<file path="src/rtl/pr_boundary_pkg.sv">
package pr_boundary_pkg;

  // Number of candidate fractions: 1, 1/2, 1/4, 1/8, 1/16
  localparam int unsigned FRAC_STEPS = 5;
  localparam int unsigned SHIFT_W    = $clog2(FRAC_STEPS);
  // Largest shift allowed when the optional fractions are absent
  localparam int unsigned MAND_MAX_SHIFT = 2;

  localparam int unsigned CODE_W   = 3;
  localparam int unsigned IMG_W    = 32;
  localparam logic [IMG_W-1:0] IMG_BASE = 32'hC000_C000;
  localparam int unsigned CODE_LO_POS = 0;
  localparam int unsigned CODE_HI_POS = 16;

  // Non-sequential code per right-shift amount
  function automatic logic [CODE_W-1:0] code_for_shift(input logic [SHIFT_W-1:0] sh);
    logic [CODE_W-1:0] c;
    case (sh)
      3'd0:    c = 3'd0;
      3'd1:    c = 3'd1;
      3'd2:    c = 3'd2;
      3'd3:    c = 3'd5;
      3'd4:    c = 3'd6;
      default: c = 3'd0;
    endcase
    return c;
  endfunction

endpackage

</file>
<file path="src/rtl/pr_fit_compare.sv">
module pr_fit_compare
  import pr_boundary_pkg::*;
#(
  parameter int unsigned CNT_W = 20
) (
  input  logic [CNT_W-1:0]      used,
  input  logic [CNT_W-1:0]      total,
  output logic [FRAC_STEPS-1:0] fits
);

  // fits[k]: the used pages fit in the leading total/2^k pages
  for (genvar k = 0; k < FRAC_STEPS; k++) begin : g_cmp
    logic [CNT_W-1:0] share;
    assign share   = total >> k;
    assign fits[k] = (used <= share);
  end

endmodule

</file>
<file path="src/rtl/pr_fraction_pick.sv">
module pr_fraction_pick
  import pr_boundary_pkg::*;
(
  input  logic [FRAC_STEPS-1:0] fits,
  input  logic                  small_en,
  output logic [SHIFT_W-1:0]    sel_shift,
  output logic                  skip
);

  // Highest allowed shift that still fits wins (smallest fraction)
  always_comb begin
    sel_shift = '0;
    for (int k = 1; k < FRAC_STEPS; k++) begin
      if (fits[k] && (small_en || (k <= int'(MAND_MAX_SHIFT)))) begin
        sel_shift = SHIFT_W'(k);
      end
    end
  end

  // More than half in use: partial refresh not worthwhile
  assign skip = ~fits[1];

endmodule

</file>
<file path="src/rtl/pr_code_pack.sv">
module pr_code_pack
  import pr_boundary_pkg::*;
(
  input  logic [SHIFT_W-1:0] sel_shift,
  output logic [CODE_W-1:0]  code,
  output logic [IMG_W-1:0]   image
);

  always_comb begin
    code  = code_for_shift(sel_shift);
    image = IMG_BASE;
    image[CODE_LO_POS +: CODE_W] = code;
    image[CODE_HI_POS +: CODE_W] = code;
  end

endmodule

</file>
<file path="src/rtl/pr_boundary_sel.sv">
module pr_boundary_sel
  import pr_boundary_pkg::*;
#(
  parameter int unsigned CNT_W = 20
) (
  input  logic             clk,
  input  logic             rst_n,
  input  logic             start,
  input  logic [CNT_W-1:0] used_pages,
  input  logic [CNT_W-1:0] total_pages,
  input  logic             small_frac_en,
  output logic             done,
  output logic [CNT_W-1:0] boundary_page,
  output logic             skip_partial,
  output logic [2:0]       refresh_code,
  output logic [31:0]      mode_image
);

  logic [FRAC_STEPS-1:0] fits;
  logic [SHIFT_W-1:0]    sel_shift;
  logic                  skip_c;
  logic [CODE_W-1:0]     code_c;
  logic [IMG_W-1:0]      image_c;

  pr_fit_compare #(.CNT_W(CNT_W)) u_cmp (
    .used  (used_pages),
    .total (total_pages),
    .fits  (fits)
  );

  pr_fraction_pick u_pick (
    .fits      (fits),
    .small_en  (small_frac_en),
    .sel_shift (sel_shift),
    .skip      (skip_c)
  );

  pr_code_pack u_pack (
    .sel_shift (sel_shift),
    .code      (code_c),
    .image     (image_c)
  );

  // Next-state values
  logic             done_d;
  logic [CNT_W-1:0] bound_d;
  logic             skip_d;
  logic [2:0]       code_d;
  logic [31:0]      image_d;
  logic             res_en;

  assign res_en = start;

  always_comb begin
    done_d  = start;
    bound_d = total_pages >> sel_shift;
    skip_d  = skip_c;
    code_d  = code_c;
    image_d = image_c;
  end

  // Handshake register
  always_ff @(posedge clk or negedge rst_n) begin
    if (!rst_n) begin
      done <= 1'b0;
    end else begin
      done <= done_d;
    end
  end

  // Result registers, loaded only on start
  always_ff @(posedge clk or negedge rst_n) begin
    if (!rst_n) begin
      boundary_page <= '0;
      skip_partial  <= 1'b0;
      refresh_code  <= '0;
      mode_image    <= IMG_BASE;
    end else if (res_en) begin
      boundary_page <= bound_d;
      skip_partial  <= skip_d;
      refresh_code  <= code_d;
      mode_image    <= image_d;
    end
  end

endmodule

</file>
<file path="config.mk">
export PLATFORM = sky130hd
export DESIGN_NAME = pr_boundary_sel
export DESIGN_NICKNAME = d
export VERILOG_FILES = /design/src/rtl/pr_boundary_pkg.sv /design/src/rtl/pr_fit_compare.sv /design/src/rtl/pr_fraction_pick.sv /design/src/rtl/pr_code_pack.sv /design/src/rtl/pr_boundary_sel.sv
export SDC_FILE = /design/constraint.sdc
export NUM_CORES = 1
export LEC_CHECK = 0
export BUFFER_PORTS_ARGS = -buffer_cell sky130_fd_sc_hd__buf_2
export CORE_ASPECT_RATIO = 1.2
export CORE_UTILIZATION = 48
export DETAILED_ROUTE_END_ITERATION = 10
export PLACE_DENSITY = 0.81
export SLEW_MARGIN = 20
export SYNTH_ARGS = -nofsm -noshare
export SYNTH_HDL_FRONTEND = slang
export SYNTH_SLANG_ARGS = --single-unit
export TNS_END_PERCENT = 50
</file>
<file path="constraint.sdc">
create_clock -name clk -period 0.8 [get_ports clk]
set_input_delay 0.12 -clock clk [delete_from_list [all_inputs] [get_ports clk]]
set_output_delay 0.12 -clock clk [all_outputs]
set_load 0.03 [all_outputs]
</file>
==> flow_summary.yaml, run 1 <==
status:
  outcome: "aborted with a tool error"
  failed_stage: "global routing"
  tool.error: "[ERROR GRT-0232] Routing congestion too high. Check the congestion heatmap in the GUI."
placement:
  gp_congestion: 0.961
  io_buffers: 74
  hpwl_mm: 9.01
  numPlacedInstances: 627
yosys:
  synth.avg_cell_area_um2: 8.69
  postSynth.asyncResetShare: 1.00
  synth.largest_area_cell: "ha_1"
  synth-simple-area-share: 0.141
  synth_xor_xnor_area_share: 0
  synth_fa_ha_area_frac: 0.265
  synth_seq_cells: 25
  synthCells: 381
  synth_cell_types: 56
  synthDominantCellAreaShare: 0.265
  synth_compound_area_frac: 0.231
  muxShareOfSynthArea: 0.0491
  synth_edf_count: 0
  ys_seq_area_frac: 0.189
  yosysWarnings: 0
  synth_top_family_by_area: "adder cells"
  synthTopCellsByArea: "ha_1, dfrtp_1, buf_4, a21oi_1, a221oi_1"
  synth_ff_type: "dfrtp_1"
  syn-cell-area_um2: 3310
sta:
  worst-ep-kind: "register data pin"
  worst_endpoint: "boundary_page[5]$_DFFE_PN0P_/D"
die:
  die_height_um: 93.0
  fp.dieW_um: 77.8
  rows: 32
  start_util: 0.507
  io_pins: 101
clock_tree:
  cts_num_sinks: 25
  cts_root_buf: "clkbuf_8"
  clock_path_buffers: 2
  cts_buffers: 3
  htreeDepth: 1
grt:
  track_usage: 0.697
  grt_start_max_net_pins: 21
  grt_overflow: 8
==> cell families after synthesis <==
logic type	count (synthesis)
AOI/OAI and AO/OA	109
adders and majority gates	70
buffers and inverters	72
DFF	25
muxes	16
other	2
and+or+nand+nor	87
==> cell usage after synthesis (3+ instances only) <==
| cell | count |
|---|---|
| nand2_1 | 35 |
| a31oi_1 | 4 |
| dfrtp_1 | 25 |
| o22ai_1 | 14 |
| nand3_1 | 5 |
| buf_2 | 4 |
| nor3_1 | 3 |
| buf_4 | 32 |
| mux2i_1 | 14 |
| clkbuf_1 | 6 |
| o21ai_0 | 10 |
| a21oi_1 | 31 |
| nand4_1 | 11 |
| o211ai_1 | 4 |
| inv_1 | 29 |
| ha_1 | 70 |
| a21o_1 | 4 |
| or3_1 | 3 |
| a221oi_1 | 17 |
| nor2_1 | 12 |
==> metal layers <==
metal,track usage,GRT overflow
met5,0.185,0
met4,0.681,4
met3,0.478,0
met2,0.902,3
met1,0.712,1
==> through the flow <==
stage / setup WS [ns] / cell area [µm²]
2_1_floorplan: -1.56 / 3650
3_3_place_gp: -1.92 / 4620
3_5_place_dp: -2.00 / 4620
4_1_cts: -1.59 / 5410
==> what timing repair did <==
item | in CTS
hold buffers | 1
endpoints found under the hold margin | 25
pin swaps | 20
buffers inserted | 27
gates resized for setup | 112
setup endpoints to repair | 55
gates cloned | 3
==> run 2, diff against run 1 <==
--- a/config.mk
+++ b/config.mk
@@ -6,10 +6,9 @@
 export NUM_CORES = 1
 export LEC_CHECK = 0
 export BUFFER_PORTS_ARGS = -buffer_cell sky130_fd_sc_hd__buf_2
-export CORE_ASPECT_RATIO = 1.2
-export CORE_UTILIZATION = 48
+export CORE_UTILIZATION = 35
 export DETAILED_ROUTE_END_ITERATION = 10
-export PLACE_DENSITY = 0.81
+export PLACE_DENSITY_LB_ADDON = 0.15
 export SLEW_MARGIN = 20
 export SYNTH_ARGS = -nofsm -noshare
 export SYNTH_HDL_FRONTEND = slang
==> constraint.sdc (replaced) <==
create_clock -name clk -period 1.04 [get_ports clk]
set_input_delay 0.156 -clock clk [delete_from_list [all_inputs] [get_ports clk]]
set_output_delay 0.156 -clock clk [all_outputs]
set_load 0.03 [all_outputs]
==> run 2 against run 1 <==
- the flow now finishes, with violations (negative setup slack)
- synthesized area unchanged
- synthesized cell count did not move
==> flow_summary.yaml, run 2 <==
status:
  outcome: "complete, but fails checks"
  violations: "negative setup slack"
drt:
  dr.pass1.iters: 4
  wl_per_cell_um: 16.8
  routed_via_density: 5.34
  drc: 0
  dr_total_vias: 3563
  antenna_left: 0
  drt-initial-drc-count: 149
  drt_wl_total_mm: 11.2
sta:
  max_freq_mhz: 404
  tightest_slew_ns: 0.530
  skew_ns: 0
  period_needed_ns: 2.47
  tns_ns: -31.62
  maxSlewViolCount: 0
  finalSetupViolations: 25
  setup_slack_ns: -1.43
  finalCritPeriodShare: 2.38
  slew_headroom: 0.643
  rsz0062_at_grt: "yes"
  hold_violations: 0
setup_path:
  slowest_delay_ns: 0.50
  cp.depth: 10
  startpoint_type: "primary input"
  cp_cell_sequence: "buf_8 > clkinvlp_4 > ha_4 > nand4_1 > or4_4 > o221ai_4 > nand4_4 > nand2_4 > mux2i_1 > a221oi_1"
  end_kind: "register"
  cp_max_fo: 8
  cp_data_required_time_ns: 1.18
  crit_buf_inv: 2
  critPathTopFamily: "simple AND/OR/NAND/NOR gates"
  rr_worst_depth: 2
  cp_slowest_cell: "or4_4"
  crit_type: "in -> reg"
  critPathArrivalTime_ns: 2.62
placement:
  io_buffers: 74
  hpwl_mm: 8.99
  dpl_cell_area_um2: 4600
  numPlacedInstances: 645
  gp_congestion: 0.828
yosys:
  postSynth.asyncResetShare: 1.00
  yosysMostFrequentCell: "ha_1"
  ys_seq_area_frac: 0.189
  synth.largest_area_cell: "ha_1"
  synth_compound_area_frac: 0.231
  synth.avg_cell_area_um2: 8.69
  synth_edf_count: 0
  syn-cell-area_um2: 3310
  synthCells: 381
  synth_cell_types: 56
  yosysWarnings: 0
  synth_ff_type: "dfrtp_1"
  synth_fa_ha_area_frac: 0.265
  synthTopCellsByArea: "ha_1, dfrtp_1, buf_4, a21oi_1, a221oi_1"
  synthDominantCellAreaShare: 0.265
  synth_top_family_by_area: "adder cells"
  synth-simple-area-share: 0.141
  synth_xor_xnor_area_share: 0
  muxShareOfSynthArea: 0.0491
  synth_seq_cells: 25
  synth_common_cells: "ha_1, nand2_1, buf_4, a21oi_1, inv_1"
clock_tree:
  htreeDepth: 1
  cts_tree: "yes"
  cts_num_sinks: 25
  cts_root_buf: "clkbuf_8"
  cts_buffers: 3
  insertion_delay_ns: 0.27
  clk_transition_reported_paths_ns: 0.09
  clock_path_buffers: 2
final_layout:
  largest_reg_flops: 20
  nets: 671
  layout.cells.non_filler: 667
  top_register: "boundary_page"
  top_regs: "boundary_page: 20 flops, refresh_code: 2 flops"
  final_cell_mix: "buf_4, buf_2, ha_1"
  area_delta_synth_final_pct: 53.5
  diodes: 0
  layout_commonest_cell: "buf_4"
  final_cell_area_um2: 5080
  drive_gt1_frac: 0.464
die:
  start_util: 0.360
  rows: 35
  io_pins: 101
  coreArea_um2: 9200
  fp.dieW_um: 99.3
  fp.dieArea_um2: 9850
  die_height_um: 99.3
power:
  peakVddDrop_uv: 583
  power_density_nw_per_um2: 897
  power_leakage_nw: 2.49
run:
  maxCapViolations: 0
worst_hold_path:
  hold_class: "in -> reg"
  holdPathStages: 4
grt:
  track_usage: 0.229
  grt_overflow: 0
  grt_antenna_before_repair: 0
  grt_pass1_wl_mm: 17.9
  grt_pass1_vias: 3512
  grt_start_max_net_pins: 26
-- run 2: cell counts after synthesis --
No cell type changed its count.
-- run 2: cells by family after synthesis --
family                   count (synthesis)
other                                    2
adder cells (fa/ha/maj)                 70
AO/OA/AOI/OAI                          109
AND/OR/NAND/NOR                         87
flip-flops                              25
buffers and inverters                   72
multiplexers                            16
-- run 2: metal layers --
metal,track usage,vias to the layer above,routed length (µm)
met5,0,-,0
met4,0.0305,0,93
met3,0.0260,8,329
met2,0.396,87,5400
met1,0.315,1709,5380
li1,-,1759,-
-- run 2: what timing repair did --
item,4_1_cts,5_1_grt
setup endpoints to repair,27,39
resized for setup,20,34
buffers inserted,9,5
cloned,2,1
hold endpoints to repair,25,0
pin swaps,7,10
hold buffers,1,0
-- run 2: metrics by stage --
| step | util | hold slack [ns] | power, mW | setup WS [ns] |
|---|---|---|---|---|
| final | 0.553 | 0.318 | 4.56 | -1.43 |
| after detailed placement | 0.500 | 0.165 | 3.69 | -1.81 |
| after CTS | 0.529 | 0.313 | 4.43 | -1.38 |
| after global placement | 0.500 | 0.163 | 3.64 | -1.74 |
| after global routing | 0.553 | 0.335 | 4.86 | -1.50 |
| after floorplan | - | -0.140 | 2.84 | -1.35 |
-- run 2: area by class of cell --
class,count,area [µm²]
Clock buffer,4,45.0
Fill cell,870,4120
Inverter,29,118
Multi-Input combinational cell,310,2830
Sequential cell,25,626
Tap cell,111,139
Timing Repair Buffer,188,1320
-- run 2: worst paths after layout --
path	from	endpoint	slack, ns
worst min-delay path	total_pages[0]	boundary_page[0]	0.32
min in group asynchronous	rst_n	done	0.39
max in group asynchronous	rst_n	boundary_page[15]	0.39
worst min register to register	boundary_page[19]	boundary_page[19]	0.50
worst max register to register	boundary_page[2]	boundary_page[2]	0.25
worst max-delay path	total_pages[16]	boundary_page[7]	-1.43
-- run 2: power breakdown --
| group | leakage, nW | switching (mW) | total, mW | internal (mW) |
|---|---|---|---|---|
| logic | 2.17 | 1.59 | 2.72 | 1.13 |
| registers | 0.288 | 0.108 | 1.24 | 1.14 |
| clock network | 0.0228 | 0.323 | 0.598 | 0.275 |
-- run 2: worst min-delay path: stages --
cell and delay [ns]:
buf_2 0.08, mux2_4 0.13, nor2_2 0.03, o31ai_1 0.17
(Power assumes the default switching activity.)
